File: config.mk
export PLATFORM = sky130hd
export DESIGN_NAME = rdpar_check
export DESIGN_NICKNAME = d
export VERILOG_FILES = /design/src/rtl/rdpar_pkg.sv /design/src/rtl/rdpar_capture.sv /design/src/rtl/rdpar_judge.sv /design/src/rtl/rdpar_status.sv /design/src/rtl/rdpar_check.sv
export SDC_FILE = /design/constraint.sdc
export NUM_CORES = 1
export LEC_CHECK = 0
export BUFFER_PORTS_ARGS = -buffer_cell sky130_fd_sc_hd__buf_4
export CAP_MARGIN = 20
export CORE_ASPECT_RATIO = 0.8
export CORE_MARGIN = 1.5
export CORE_UTILIZATION = 50
export DETAILED_ROUTE_END_ITERATION = 10
export GPL_ROUTABILITY_DRIVEN = 0
export GPL_TIMING_DRIVEN = 1
export PLACE_DENSITY = 0.86
export SYNTH_ARGS = -nofsm -noshare
export SYNTH_HDL_FRONTEND = slang
export SYNTH_SLANG_ARGS = --single-unit
File: constraint.sdc
create_clock -name clk -period 2.3 [get_ports clk]
set_input_delay 0.69 -clock clk [delete_from_list [all_inputs] [get_ports clk]]
set_output_delay 0.69 -clock clk [all_outputs]
set_load 0.01 [all_outputs]
File: src/rtl/rdpar_pkg.sv
// Shared definitions for the read-data parity checker.
// Assumes the data width is a whole number of byte lanes.
package rdpar_pkg;
    localparam int LANE_W = 8;
    localparam int ST_DET = 0;
    localparam int ST_DPD = 1;
    localparam int ST_W   = 2;
endpackage

File: src/rtl/rdpar_capture.sv
// Stage 1: registers a data phase and its computed even parity.
// The parity is folded per byte lane (data byte plus its C/BE bit), and the
// lanes are then XORed together. Assumes DATA_W = BE_W * LANE_W.
module rdpar_capture
    import rdpar_pkg::*;
#(
    parameter int DATA_W = 32,
    parameter int BE_W   = DATA_W / LANE_W
) (
    input  logic              clk,
    input  logic              rst_n,
    input  logic              dvalid_i,
    input  logic              discard_i,
    input  logic [DATA_W-1:0] ad_i,
    input  logic [BE_W-1:0]   cbe_i,
    output logic              s1_vld_o,
    output logic              s1_keep_o,
    output logic              s1_par_o,
    output logic [DATA_W-1:0] s1_ad_o,
    output logic [BE_W-1:0]   s1_cbe_o
);
    logic [BE_W-1:0] lane_par;

    // Per-lane parity of one data byte and its byte-enable bit.
    genvar g;
    generate
        for (g = 0; g < BE_W; g++) begin : g_lane
            assign lane_par[g] = ^{ad_i[g*LANE_W +: LANE_W], cbe_i[g]};
        end
    endgenerate

    // Capture the phase, its expected parity and whether it is still wanted.
    always_ff @(posedge clk) begin
        if (!rst_n) begin
            s1_vld_o  <= 1'b0;
            s1_keep_o <= 1'b0;
            s1_par_o  <= 1'b0;
            s1_ad_o   <= '0;
            s1_cbe_o  <= '0;
        end else begin
            s1_vld_o  <= dvalid_i;
            s1_keep_o <= dvalid_i & ~discard_i;
            s1_par_o  <= ^lane_par;
            s1_ad_o   <= ad_i;
            s1_cbe_o  <= cbe_i;
        end
    end
endmodule

File: src/rtl/rdpar_judge.sv
// Stage 2: compares the late bus parity with the computed value, drives the
// active-low error report and loads the forwarding register. Bad parity is
// forwarded as received. Assumes par_i belongs to the phase held in stage 1.
module rdpar_judge #(
    parameter int DATA_W = 32,
    parameter int BE_W   = 4
) (
    input  logic              clk,
    input  logic              rst_n,
    input  logic              s1_vld_i,
    input  logic              s1_keep_i,
    input  logic              s1_par_i,
    input  logic [DATA_W-1:0] s1_ad_i,
    input  logic [BE_W-1:0]   s1_cbe_i,
    input  logic              par_i,
    input  logic              resp_en_i,
    input  logic              discard_i,
    output logic              err_o,
    output logic              perr_n_o,
    output logic              fwd_valid_o,
    output logic [DATA_W-1:0] fwd_ad_o,
    output logic [BE_W-1:0]   fwd_cbe_o,
    output logic              fwd_par_o
);
    // Mismatch between the received and the computed parity.
    always_comb err_o = s1_vld_i & (s1_par_i ^ par_i);

    // One-clock error report, gated by the response enable.
    always_ff @(posedge clk) begin
        if (!rst_n) perr_n_o <= 1'b1;
        else        perr_n_o <= ~(err_o & resp_en_i);
    end

    // Forward the word with its original parity unless it was discarded.
    always_ff @(posedge clk) begin
        if (!rst_n) begin
            fwd_valid_o <= 1'b0;
            fwd_ad_o    <= '0;
            fwd_cbe_o   <= '0;
            fwd_par_o   <= 1'b0;
        end else begin
            fwd_valid_o <= s1_vld_i & s1_keep_i & ~discard_i;
            if (s1_vld_i) begin
                fwd_ad_o  <= s1_ad_i;
                fwd_cbe_o <= s1_cbe_i;
                fwd_par_o <= par_i;
            end
        end
    end
endmodule

File: src/rtl/rdpar_status.sv
// Sticky status bits with write-one-to-clear. The detected bit follows every
// error; the data-parity-detected bit only errors with the enable set.
// A set in the same cycle as a clear takes priority.
module rdpar_status
    import rdpar_pkg::*;
(
    input  logic            clk,
    input  logic            rst_n,
    input  logic            err_i,
    input  logic            resp_en_i,
    input  logic [ST_W-1:0] clr_i,
    output logic [ST_W-1:0] stat_o
);
    logic [ST_W-1:0] set_vec;

    // Set conditions for each status bit.
    always_comb begin
        set_vec         = '0;
        set_vec[ST_DET] = err_i;
        set_vec[ST_DPD] = err_i & resp_en_i;
    end

    // Per-bit sticky register: set has priority over clear.
    genvar b;
    generate
        for (b = 0; b < ST_W; b++) begin : g_bit
            always_ff @(posedge clk) begin
                if (!rst_n) stat_o[b] <= 1'b0;
                else        stat_o[b] <= set_vec[b] | (stat_o[b] & ~clr_i[b]);
            end
        end
    endgenerate
endmodule

File: src/rtl/rdpar_check.sv
// Top of the read-data parity checker: a capture stage, a compare and
// forward stage, and the sticky status. The initiator's error input is
// deliberately left without effect.
module rdpar_check
    import rdpar_pkg::*;
#(
    parameter int DATA_W = 32,
    localparam int BE_W  = DATA_W / LANE_W
) (
    input  logic              clk,
    input  logic              rst_n,
    input  logic              dvalid_i,
    input  logic [DATA_W-1:0] ad_i,
    input  logic [BE_W-1:0]   cbe_i,
    input  logic              par_i,
    input  logic              perr_resp_en_i,
    input  logic [1:0]        stat_clr_i,
    input  logic              discard_i,
    input  logic              init_perr_n_i,
    output logic              perr_n_o,
    output logic              stat_det_o,
    output logic              stat_dpd_o,
    output logic              fwd_valid_o,
    output logic [DATA_W-1:0] fwd_ad_o,
    output logic [BE_W-1:0]   fwd_cbe_o,
    output logic              fwd_par_o
);
    logic              s1_vld, s1_keep, s1_par, err;
    logic [DATA_W-1:0] s1_ad;
    logic [BE_W-1:0]   s1_cbe;
    logic [ST_W-1:0]   stat;

    rdpar_capture #(.DATA_W(DATA_W), .BE_W(BE_W)) u_capture (
        .clk(clk), .rst_n(rst_n), .dvalid_i(dvalid_i), .discard_i(discard_i),
        .ad_i(ad_i), .cbe_i(cbe_i), .s1_vld_o(s1_vld), .s1_keep_o(s1_keep),
        .s1_par_o(s1_par), .s1_ad_o(s1_ad), .s1_cbe_o(s1_cbe)
    );

    rdpar_judge #(.DATA_W(DATA_W), .BE_W(BE_W)) u_judge (
        .clk(clk), .rst_n(rst_n), .s1_vld_i(s1_vld), .s1_keep_i(s1_keep),
        .s1_par_i(s1_par), .s1_ad_i(s1_ad), .s1_cbe_i(s1_cbe), .par_i(par_i),
        .resp_en_i(perr_resp_en_i), .discard_i(discard_i), .err_o(err),
        .perr_n_o(perr_n_o), .fwd_valid_o(fwd_valid_o), .fwd_ad_o(fwd_ad_o),
        .fwd_cbe_o(fwd_cbe_o), .fwd_par_o(fwd_par_o)
    );

    rdpar_status u_status (
        .clk(clk), .rst_n(rst_n), .err_i(err), .resp_en_i(perr_resp_en_i),
        .clr_i(stat_clr_i), .stat_o(stat)
    );

    // Map the status vector to named outputs.
    always_comb begin
        stat_det_o = stat[ST_DET];
        stat_dpd_o = stat[ST_DPD];
    end
endmodule

# Yosys cells after proc, flatten, opt, wreduce, memory -nomap -nowiden
# Index checks and enable logic that the tools add are counted.
[word_totals] inputBits=45 word_cells=31 ff_bits=80 out_inout_bits=41
[classes] n_reduce_logical=5 bitwise=14
[ops] cell="9-bit XOR reduction" count=4
[ops] cell="1-bit bitwise AND" count=7
[ops] cell="1-bit inverter" count=4
[ops] cell="4-bit XOR reduction" count=1
[ops] cell="1-bit bitwise OR" count=2
[ops] cell="1-bit bitwise XOR" count=1

# Longest topological paths before layout
[logic_depth] depth_word=4 depth_mapped=5 depth_no_buf=5

# Cells and area by module
# From an unflattened synthesis, not the netlist that was laid out.
[hier_totals] hier_cells=250 hier_area_um2=2951.6
[modules_own_cells] module="rdpar_judge" area_per_inst_um2=1498.9 cells_per_inst=126 seq_area_each_um2=780.7 n_inst=1
[modules_own_cells] module="rdpar_capture" area_per_inst_um2=1373.8 cells_per_inst=117 seq_area_each_um2=780.7 n_inst=1
[modules_own_cells] module="rdpar_status" area_per_inst_um2=78.8 cells_per_inst=7 seq_area_each_um2=40.0 n_inst=1

# Worst setup path before layout
# Ideal clock, no wire load.
[synth_path] kind="input port to flip-flop" from="in ad_i[30]" to="reg u_capture.s1_par_o" setup_ns=0.072 setup_slack_ns=0.467 t_arrival_ns=1.761 required_ns=2.228 stages=5 cell_sequence="xor2_1 > xnor2_1 > xnor3_1 > or2_2 > mux2i_1"
[synth_via] elab_chain_cells=2
[synth_lines] element="start: declaration" line="rdpar_check.sv:13" text="input logic [DATA_W-1:0] ad_i,"
[synth_lines] element="9-bit XOR reduction" line="rdpar_capture.sv:28" text="assign lane_par[g] = ^{ad_i[g*LANE_W +: LANE_W], cbe_i[g]};"
[synth_lines] element="4-bit XOR reduction" line="rdpar_capture.sv:43" text="s1_par_o <= ^lane_par;"
[synth_lines] element="end signal: assignment" line="rdpar_capture.sv:43"
[synth_lines] element="end: declaration" line="rdpar_capture.sv:18" text="output logic s1_par_o,"
# Every way passes these cells.
# A chain may end at the register's enable or synchronous reset.

# Final worst setup path
[layout_path] from="in ad_i[26]" to="reg u_capture.s1_par_o"
# Same word-level chain as after synthesis.

==> results.tsv <==
metric	value	unit
clk_pin_slew	0.07	ns
cts_sinks	80	
layout.nets	380	
finClkSkew	0.00525	ns
post-cts-setup-buffers	0	
ys_warn_count	0	
wire_per_inst	13.2	um
setup_viol	0	
combPwrFrac	0.141	
holdWs	0.454	ns
io_pins	86	
die-area	6040	um^2
r2r_cells	3	
synth-edff-count	0	
cp-start-kind	input port	
min_period_over_period	0.751	
async_flop_share	0	
crit_start	ad_i[26]	
grt_usage	0.190	
max_freq	579	MHz
grt_max_degree	42	
worstPathArrival	2.00	ns
synthesis.area	2790	um^2
cpMaxStageDelayCell	xnor3_1	
synth_ff_type	dfxtp_1	
via_count	1904	
p_switching	651	uW
synth_seq_area_share	0.574	
hold_buffers	0	
period_minus_slack	1.73	ns
grt_pass1_wl	8600	um
intPower	2.33	mW
portBuffers	84	
pwr-share-seq	0.497	
synth_area_leaders	dfxtp_1, mux2i_1, and2_1, xnor2_1, nor2_1	
yosysUniqueCellTypes	21	
slew_violations	0	
diodes	0	
cp_max_fo	2	
finalPower	2.98	mW
rsz0062_at_grt	no	
r2r-start	u_capture.s1_vld_o	
slowest_delay	0.35	ns
finalHoldViolCount	0	
num_rows	24	
rrSetupSlack	0.92	ns
syn_area_per_cell	11.2	um^2
dr.pass1.iters	4	
worstSetupPathType	input port to flop	
cts_tree	built	
dp_slack	0.225	ns
stdcell_count	403	
status	completed	
final.setup.tns	0	ns
routed_via_density	4.72	
cp.required	2.57	ns
postCtsResizedCells	0	
fin_ws	0.573	ns
dpl.cell_count	389	
yosys-top-cells-count	dfxtp_1, mux2i_1, nor2_1	
syn_nets	295	
worstPathCellList	buf_4, xnor2_1, xnor2_2, xnor3_1, or2_2, mux2i_1	
cts_root_buf	clkbuf_8	
clk_latency	0.34	ns
max_slew_margin	0.616	
synth_top_area_frac	0.574	
p_per_area	807	nW/um^2
leakage	1.63	nW
overflow	0	
utilization	0.684	
core	5410	um^2
drc_errors	0	
num-fill-cells	432	
die_y	69.8	um
htreeDepth	3	
place_area	3490	um^2
grt_pass1_vias	1855	
drive_above_1_share	0.311	
max-cap-violations	0	
cp-endpoint	u_capture.s1_par_o	
end_kind	flop	
wl	5310	um
power.share.switching	0.218	
netlist.top_cell.by_area	dfxtp_1	
ant_nets	0	
synthCells	250	
start_util	0.516	
drt_first_iter_violations	43	
antenna_found_initial	0	
final_cell_area	3690	um^2
ys_ff_latch	80	
post-synth-top-count-cell	dfxtp_1	
r2r_end	u_judge.fwd_ad_o[26]	
cts-buffers-inserted	9	
clkPwrFrac	0.362	
dpl.hpwl	3810	um
worst_pin_slew	0.576	ns
dieWidth	86.5	um
vdd.ir_drop.worst	502	uV
hp-class	flop to flop	
area_growth	32.4	%
cts.path.max_buffers	2	
## power groups by stage
stage	sequential, mW	combinational (mW)	clock (mW)
floorplan	1.52	0.265	0
global route	1.49	0.454	1.16
detailed placement	1.52	0.423	0
finish	1.48	0.420	1.08
CTS	1.48	0.425	1.11
global placement	1.51	0.414	0
## worst max-delay path: cells and delay by family
kind	cells	cell delay, ns
XOR/XNOR	3	0.79
AND/OR/NAND/NOR	1	0.28
buffers and inverters	1	0.12
multiplexers	1	0.12
## how the worst min path moves through the flow
stage | startpoint | to | slack (ns) | cells after the start
after global routing | u_capture.s1_keep_o | u_judge.fwd_valid_o | 0.48 | 2
after floorplan | u_capture.s1_keep_o | u_judge.fwd_valid_o | 0.41 | 2
final | u_capture.s1_keep_o | u_judge.fwd_valid_o | 0.45 | 2
after CTS | u_capture.s1_keep_o | u_judge.fwd_valid_o | 0.45 | 2
after global placement | u_capture.s1_keep_o | u_judge.fwd_valid_o | 0.41 | 2
after detailed placement | u_capture.s1_keep_o | u_judge.fwd_valid_o | 0.44 | 2
## routing by layer
metal  vias up  wire, um  GRT usage
met5         -         0          0
met4         0        64     0.0538
met3         9       395     0.0881
met2        62      2460      0.300
met1       877      2390      0.231
li1        956         -          -
## cell type report
cell class / instances / area (um^2) / share of cell area
clock buffer: 11 / 141 / 0.0383
clock inverter: 3 / 67.6 / 0.0183
inverter: 1 / 3.75 / 0.00102
multi-input combinational: 156 / 1130 / 0.306
sequential: 80 / 1600 / 0.434
tap: 65 / 81.3 / 0.0220
timing repair buffer: 87 / 666 / 0.180
## registers in the layout, indices dropped and copies added (netlist names)
register	flops
u_capture.s1_ad_o	32
u_status.stat_o	2
u_capture.s1_vld_o	1
u_judge.fwd_cbe_o	4
u_judge.perr_n_o	1
u_judge.fwd_par_o	1
u_judge.fwd_valid_o	1
u_capture.s1_keep_o	1
u_judge.fwd_ad_o	32
u_capture.s1_cbe_o	4
u_capture.s1_par_o	1
## cells by family after synthesis
| group | share of synthesized area |
|---|---|
| XOR/XNOR | 0.116 |
| AND/OR/NAND/NOR | 0.150 |
| buffers and inverters | 0.0202 |
| flip-flops | 0.574 |
| AO/OA/AOI/OAI | 0.00358 |
| multiplexers | 0.136 |
## cell usage in the layout, fill, tap and decap left out, types with 2 or more instances in the layout
cell       netlist  final
mux2i_1         38     38
dfxtp_1         80     79
bufinv_16        0      2
buf_4            0     86
nand2_1          3      3
and2_1          36     36
xnor3_1          2      2
xnor2_1         25     25
xor2_1           5      5
clkbuf_8         0     10
nor2_1          38     38
(Power assumes the default switching activity.)
